`src/rtl/knob_pkg.sv`:
```
package knob_pkg;

    localparam int KNOB_DLY_W     = 8;
    localparam int KNOB_SEL_W     = 4;
    localparam int KNOB_SEL_LSB   = 3;
    localparam int KNOB_SEL_SHIFT = 2;
    localparam int KNOB_IDX_BASE  = 2;
    localparam int KNOB_IDX_W     = KNOB_SEL_W + 2;
    localparam int KNOB_FRAME_DIV = 64;

    typedef struct packed {
        logic                  ph_a;
        logic                  ph_b;
        logic [KNOB_SEL_W-1:0] sel;
    } knob_in_t;

    localparam int KNOB_IN_W = $bits(knob_in_t);

    typedef enum logic [1:0] {
        STEP_HOLD  = 2'd0,
        STEP_UP    = 2'd1,
        STEP_DOWN  = 2'd2,
        STEP_CLEAR = 2'd3
    } step_act_t;

    function automatic logic [KNOB_IDX_W-1:0] sel_to_idx(input logic [KNOB_SEL_W-1:0] s);
        logic [KNOB_SEL_LSB+KNOB_SEL_W:0] port_byte;
        port_byte = '0;
        port_byte[KNOB_SEL_LSB +: KNOB_SEL_W] = s;
        return KNOB_IDX_W'((port_byte >> KNOB_SEL_SHIFT) + KNOB_IDX_BASE);
    endfunction

endpackage

```
`src/rtl/knob_sync.sv`:
```
module knob_sync #(
    parameter int W = 1
) (
    input  logic         clk,
    input  logic         rst,
    input  logic [W-1:0] d_async,
    output logic [W-1:0] d_sync
);
    logic [W-1:0] meta_q;

    always_ff @(posedge clk) begin
        if (rst) begin
            meta_q <= '0;
            d_sync <= '0;
        end else begin
            meta_q <= d_async;
            d_sync <= meta_q;
        end
    end
endmodule

```
`src/rtl/knob_slot_timer.sv`:
```
module knob_slot_timer #(
    parameter int FRAME_DIV = 64
) (
    input  logic clk,
    input  logic rst,
    input  logic frame_tick,
    output logic slot
);
    localparam int CW = $clog2(FRAME_DIV + 1);
    logic [CW-1:0] left_q;

    assign slot = frame_tick && (left_q == CW'(1));

    always_ff @(posedge clk) begin
        if (rst) begin
            left_q <= CW'(FRAME_DIV);
        end else if (frame_tick) begin
            if (left_q == CW'(1)) left_q <= CW'(FRAME_DIV);
            else                  left_q <= left_q - CW'(1);
        end
    end
endmodule

```
`src/rtl/knob_step.sv`:
```
module knob_step
    import knob_pkg::*;
#(
    parameter int DLY_W = KNOB_DLY_W
) (
    input  logic             clk,
    input  logic             rst,
    input  logic             slot,
    input  logic             ph_a,
    input  logic             ph_b,
    output logic [DLY_W-1:0] delay_q,
    output logic             seen_q
);
    step_act_t act;

    always_comb begin
        act = STEP_HOLD;
        if (slot) begin
            if (ph_a)         act = STEP_CLEAR;
            else if (!seen_q) act = ph_b ? STEP_DOWN : STEP_UP;
        end
    end

    always_ff @(posedge clk) begin
        if (rst) begin
            delay_q <= '0;
            seen_q  <= 1'b0;
        end else begin
            unique case (act)
                STEP_CLEAR: seen_q <= 1'b0;
                STEP_UP: begin
                    seen_q  <= 1'b1;
                    delay_q <= delay_q + DLY_W'(1);
                end
                STEP_DOWN: begin
                    seen_q  <= 1'b1;
                    delay_q <= delay_q - DLY_W'(1);
                end
                default: ;
            endcase
        end
    end
endmodule

```
`src/rtl/knob_delay_ctrl.sv`:
```
module knob_delay_ctrl
    import knob_pkg::*;
#(
    parameter int FRAME_DIV = KNOB_FRAME_DIV,
    parameter int DLY_W     = KNOB_DLY_W
) (
    input  logic                  clk,
    input  logic                  rst,
    input  logic                  frame_tick,
    input  logic                  enc_a,
    input  logic                  enc_b,
    input  logic [KNOB_SEL_W-1:0] prog_sel,
    output logic [DLY_W-1:0]      delay_req,
    output logic [KNOB_IDX_W-1:0] prog_idx
);
    knob_in_t raw_in;
    knob_in_t smp;
    logic     slot;
    logic     a_sy;
    logic     b_sy;
    logic     edge_seen;
    logic [KNOB_IDX_W-1:0] idx_q;

    assign raw_in = '{ph_a: enc_a, ph_b: enc_b, sel: prog_sel};

    knob_sync #(.W(KNOB_IN_W)) u_sync (
        .clk     (clk),
        .rst     (rst),
        .d_async (raw_in),
        .d_sync  (smp)
    );

    assign a_sy = smp.ph_a;
    assign b_sy = smp.ph_b;

    knob_slot_timer #(.FRAME_DIV(FRAME_DIV)) u_timer (
        .clk        (clk),
        .rst        (rst),
        .frame_tick (frame_tick),
        .slot       (slot)
    );

    knob_step #(.DLY_W(DLY_W)) u_step (
        .clk     (clk),
        .rst     (rst),
        .slot    (slot),
        .ph_a    (a_sy),
        .ph_b    (b_sy),
        .delay_q (delay_req),
        .seen_q  (edge_seen)
    );

    always_ff @(posedge clk) begin
        if (rst)       idx_q <= sel_to_idx('0);
        else if (slot) idx_q <= sel_to_idx(smp.sel);
    end

    assign prog_idx = idx_q;
endmodule

```
`config.mk`:
```
export PLATFORM = sky130hd
export DESIGN_NAME = knob_delay_ctrl
export DESIGN_NICKNAME = d
export VERILOG_FILES = /design/src/rtl/knob_pkg.sv /design/src/rtl/knob_sync.sv /design/src/rtl/knob_slot_timer.sv /design/src/rtl/knob_step.sv /design/src/rtl/knob_delay_ctrl.sv
export SDC_FILE = /design/constraint.sdc
export NUM_CORES = 1
export LEC_CHECK = 0
export ABC_AREA = 1
export BUFFER_PORTS_ARGS = -buffer_cell sky130_fd_sc_hd__buf_2
export CAP_MARGIN = 20
export CORE_MARGIN = 1
export CORE_UTILIZATION = 35
export DETAILED_ROUTE_END_ITERATION = 7
export HOLD_SLACK_MARGIN = 0.05
export MAX_ROUTING_LAYER = met4
export PLACE_DENSITY_LB_ADDON = 0.05
export SLEW_MARGIN = 20
export SYNTH_ARGS = -nofsm -noshare
export SYNTH_HDL_FRONTEND = slang
export SYNTH_SLANG_ARGS = --single-unit
```
`constraint.sdc`:
```
create_clock -name clk -period 2.3 [get_ports clk]
set_input_delay 0.115 -clock clk [delete_from_list [all_inputs] [get_ports clk]]
set_output_delay 0.115 -clock clk [all_outputs]
set_load 0.02 [all_outputs]
```
==> Yosys cells after proc, flatten, opt, wreduce, memory -nomap -nowiden <==
Cells that the tools add are included.
{ "op_classes": {"add_sub_neg": 4, "n_eq_ne": 4, "n_mux": 7, "n_reduce_logical": 4} }
{ "op_table": {"columns": ["operator", "n"], "rows": [
  ["$pmux 8 s2", 1],
  ["$add 8x1->8 const B", 1],
  ["$mux 2", 4],
  ["$sub 8x1->8 const B", 1],
  ["$eq 7x1->1 const B", 1],
  ["$mux 7", 1],
  ["$sub 7x1->7 const B", 1],
  ["$add 5x2->6 const B", 1],
  ["$eq 2x2->1 const B", 2],
  ["$reduce_bool 2->1", 2],
  ["$eq 2x1->1 const B", 1],
  ["$pmux 1 s2", 1],
  ["$reduce_or 2->1", 1],
  ["$logic_and 1x1->1", 1]
]} }
{ "totals": {"ff_bits": 34, "in_bits": 9, "output_inout_bits": 14, "elab_cells": 25} }

==> Longest topological paths before layout <==
{ "logic_depth": {"depth_word": 7, "depth_mapped": 20, "ltp_nobuf": 20} }

==> Modules after synthesis <==
A second synthesis with hierarchy kept.
{ "hier_totals": {"hier_cells": 247, "hier_area_um2": 1707.9} }
{ "by_module_without_submodules": {"columns": ["module", "n_inst", "cells_each", "area_per_inst_um2", "seq_area_each_um2"], "rows": [
  ["knob_step", 1, 131, 774.5, 180.2],
  ["knob_slot_timer", 1, 46, 354.1, 140.1],
  ["knob_sync", 1, 37, 341.6, 240.2],
  ["knob_delay_ctrl", 1, 33, 237.7, 100.1]
]} }

==> Least setup slack after synthesis <==
Ideal clock, no wire load.
{ "synth_timing": {"path_type": "reg2reg", "from": "reg u_timer.left_q[4]", "to": "reg u_step.delay_q[4]", "setup_time_ns": 0.116, "arrival_time_ns": 2.186, "t_required_ns": 2.184, "path_slack_ns": -0.003, "path_stages_with_launch": 21, "path_buffers": 1, "synth_period_minus_slack_ns": 2.303, "cell_sequence": "dfxtp_1 > inv_1 > nand2_1 > nor2_1 > nand3_1 > nor2_4 > inv_2 > nor2_1 > ha_1 > buf_6 > nand2_1 > nand2_1 > inv_1 > ha_1 > o21bai_2 > nand2_1 > nand2_1 > nand2_1 > nand3_1 > o211ai_1 > inv_1"} }
{ "synth_via": {"elab_chain_len": 5, "elab_cells_between_ends": 7, "cone_classes": "eq/ne (3); mux (2); reduce/logical (2)"} }
{ "synth_rtl": {"columns": ["element", "line_no", "text"], "rows": [
  ["start: declaration", "knob_slot_timer.sv:10", "logic [CW-1:0] left_q;"],
  ["start signal: assignment", "knob_slot_timer.sv:16", "left_q <= CW'(FRAME_DIV);"],
  ["start signal: assignment", "knob_slot_timer.sv:18", "if (left_q == CW'(1)) left_q <= CW'(FRAME_DIV);"],
  ["start signal: assignment", "knob_slot_timer.sv:19", "else left_q <= left_q - CW'(1);"],
  ["$eq 7x1->1 *", "knob_slot_timer.sv:12", "assign slot = frame_tick && (left_q == CW'(1));"],
  ["$logic_and 1x1->1 *", "knob_slot_timer.sv:12", null],
  ["$mux 2 *", "knob_step.sv:18", "if (slot) begin"],
  ["$eq 2x2->1 or $eq 2x1->1 (tied branches)", "knob_step.sv:29", "unique case (act)"],
  ["$pmux 8 s2 or $reduce_bool 2->1 (tied branches)", null, null],
  ["end signal: assignment", "knob_step.sv:33", "delay_q <= delay_q + DLY_W'(1);"],
  ["end signal: assignment", "knob_step.sv:37", "delay_q <= delay_q - DLY_W'(1);"],
  ["end: declaration", "knob_step.sv:11", "output logic [DLY_W-1:0] delay_q,"]
]} }
Every way passes the cells marked *; elsewhere a longest branch is shown, timed or not.
A chain may end at the register's enable or synchronous reset.

==> Worst setup path after layout <==
Same ends and word-level chain as after synthesis.

==> reports/qor.yml <==
status: "finished, final reports clean"
cts_buffers: 5
endpoint: "u_step.delay_q[4]"
fin_crit_sh_pct: 93.8
wl_per_cell_um: 10.3
portBuffers: 21
synth_simple_gate_area_share_pct: 26.2
startpoint: "u_timer.left_q[4]"
cp_num_buf_inv: 4
clk_path_buf_depth: 2
grt_first_pass_wirelength_mm: 5.71
cts_tree: "yes"
crit_family: "simple AND/OR/NAND/NOR gates"
rsz0062_at_grt: "true"
core_area_sq_um: 4410
seq_area_frac_synth_pct: 40.6
layout_commonest_cell: "nand2_1"
cts_root_buffer: "clkbuf_8"
yosysTopAreaCell: "dfxtp_1"
syn_to_final_growth_pct: 30.6
start_util_pct: 36.9
vias_per_cell: 4.50
h-tree-depth: 2
antenna_found_initial: 0
skew_ns: 0.00657
whs_ns: 0.0787
ant_nets: 0
cp.required_ns: 2.48
gr-total-overflow: 0
synth.distinct_cells: 29
final-hold-violation-count: 0
synthMuxAreaShare_pct: 0
cts_num_sinks: 33
maxCapViolCount: 0
p_per_area_nw_per_um2: 616
wl_mm: 3.32
ioPinCount: 23
worstSetupEndpointType: "flop"
cp_max_fo: 3
die_y_um: 70.2
syn_area_sq_um: 1630
synth_area_leaders: "dfxtp_1 (41%), nand2_1 (9.4%), inv_1 (8.5%)"
timing.rr.start: "u_timer.left_q[4]"
crit_cells: 19
final_cell_mix: "nand2_1 (36), inv_1 (33), dfxtp_1 (32)"
power_w: 0.00131
synth_fa_ha_area_share_pct: 5.38
timing.fmax_mhz: 464
cp.arrival_ns: 2.34
syn_inst: 228
avgSynthCellArea_sq_um: 7.15
drt_iter0_drc: 50
hold_class: "input pin to flop"
ys_ff_latch: 33
setup_viol: 0
yosysWarnings: 0
place_ws_ns: 0.0152
cp_common_cell: "nand2_1"
grt_usage_pct: 15.1
die_area_sq_um: 4930
vias: 1449
period_needed_ns: 2.16
clk_pin_slew_ns: 0.07
ir_drop_mv: 0.316
n_fill_cell: 465
cp_slowest_cell: "dfxtp_2"
synth_xor_area_share_pct: 3.76
r2r-end: "u_step.delay_q[4]"
final_nets: 285
die_w_um: 70.2
path_cells: "inv_2, nand2_4, nor2_4, nand3_2, nor2_4, inv_2, nor2_4, ha_4, nand2_1, nand2_1, inv_1, ha_1, o21bai_4, nand2_2, nand2_1, nand2_1, nand3_1, o211ai_1, inv_1"
drive_gt1_share_pct: 28.5
clk_latency_ns: 0.28
worst_path_largest_cell_delay_ns: 0.33
synth_top_family_by_area: "simple AND/OR/NAND/NOR gates"
rows: 24
diodes: 0
p_leak_nw: 0.984
r2r_slack_ns: 0.14
finalMaxSlewViolations: 0
syn_nets: 244
startpoint_type: "flop"
fin_tns_setup_ns: 0
post-dp-hpwl_mm: 2.39
critical_path_class: "flop to flop"
dr.pass1.iters: 4
synth-compound-area-share_pct: 12.6
drc: 0
place_congestion: 0.822
reg2reg_depth: 19
synth_top_area_share_pct: 40.6
postLayoutSetupSlackWorst_ns: 0.143
grt_pass1_vias: 1354
grt_max_degree: 20
==> synthesized netlist by cell type, drive strengths merged <==
library cell,count
nor2,31
dfxtp,33
nor3,4
a21oi,17
inv,41
o21bai,2
nand4,1
buf,3
ha,7
xnor2,4
xor2,3
conb,1
or2,2
clkbuf,2
nand3,13
o211ai,2
o21ai,13
nand2,47
a211oi,1
a31oi,1
==> sequential cells by signal (all words and copies together) (netlist names) <==
signal,flops
u_sync.meta_q,6
u_sync.d_sync,6
u_step.delay_q,8
u_step.seen_q,1
u_timer.left_q,7
prog_idx,5
==> worst min-delay path by stage <==
stage	depth (start not counted)	start	endpoint	slack (ns)
5_1_grt	2	frame_tick	u_timer.left_q[1]	0.09
6_report	2	frame_tick	u_timer.left_q[1]	0.08
3_5_place_dp	3	enc_a	u_sync.meta_q[5]	0.32
2_1_floorplan	1	frame_tick	u_timer.left_q[1]	0.21
3_3_place_gp	3	prog_sel[2]	u_sync.meta_q[2]	0.31
4_1_cts	2	frame_tick	u_timer.left_q[1]	0.07
==> per-stage QoR <==
stage / std cells / cell area, sq um / util [%]
after global routing: 322 / 2130 / 48.2
final: 322 / 2130 / 48.2
after detailed placement: 306 / 1850 / 41.8
after floorplan: 228 / 1630 / -
after CTS: 320 / 2020 / 45.8
after global placement: 306 / 1850 / 41.8
==> kinds of logic after synthesis <==
family          Yosys count
compound gates           36
xor+xnor                  7
fa+ha+maj                 7
buf+inv                  46
flops                    33
other cells               1
simple gates             98
==> layout make-up <==
cell class | instances | area (sq um) | area share [%]
Tap cell | 52 | 65.1 | 3.06
Clock buffer | 7 | 86.3 | 4.06
Sequential cell | 33 | 662 | 31.1
Inverter | 41 | 154 | 7.23
Multi-Input combinational cell | 149 | 872 | 41.0
Clock inverter | 1 | 30.0 | 1.41
Timing Repair Buffer | 39 | 259 | 12.2
==> worst reg2reg max path: stages (launching register included) <==
cell      delay [ns]
dfxtp_2         0.33
inv_2           0.08
nand2_4         0.06
nor2_4          0.10
nand3_2         0.09
nor2_4          0.16
inv_2           0.07
nor2_4          0.13
ha_4            0.15
nand2_1         0.07
nand2_1         0.07
inv_1           0.04
ha_1            0.17
o21bai_4        0.18
nand2_2         0.07
nand2_1         0.05
nand2_1         0.05
nand3_1         0.06
o211ai_1        0.08
inv_1           0.05
==> metal layers <==
metal	part of all wire [%]	vias up	GRT usage, %
met3	3.1	4	4.76
met4	0.81	0	4.67
met5	0	-	-
met2	45	23	23.7
met1	51	633	18.3
li1	-	789	-
==> power breakdown <==
part	internal, W	total [W]	switching [W]
clock	0.000353	0.000568	0.000215
sequential	0.000599	0.000616	0.0000176
combinational	0.0000547	0.000127	0.0000726
total	0.00101	0.00131	0.000305
==> timing repair <==
item                                    4_1_cts  5_1_grt
buffers inserted                              0        2
endpoints found under the hold margin         6        0
endpoints found under the setup margin        0        6
gates resized for setup                       0       28
hold buffers                                  6        0
(Power assumes the default switching activity.)
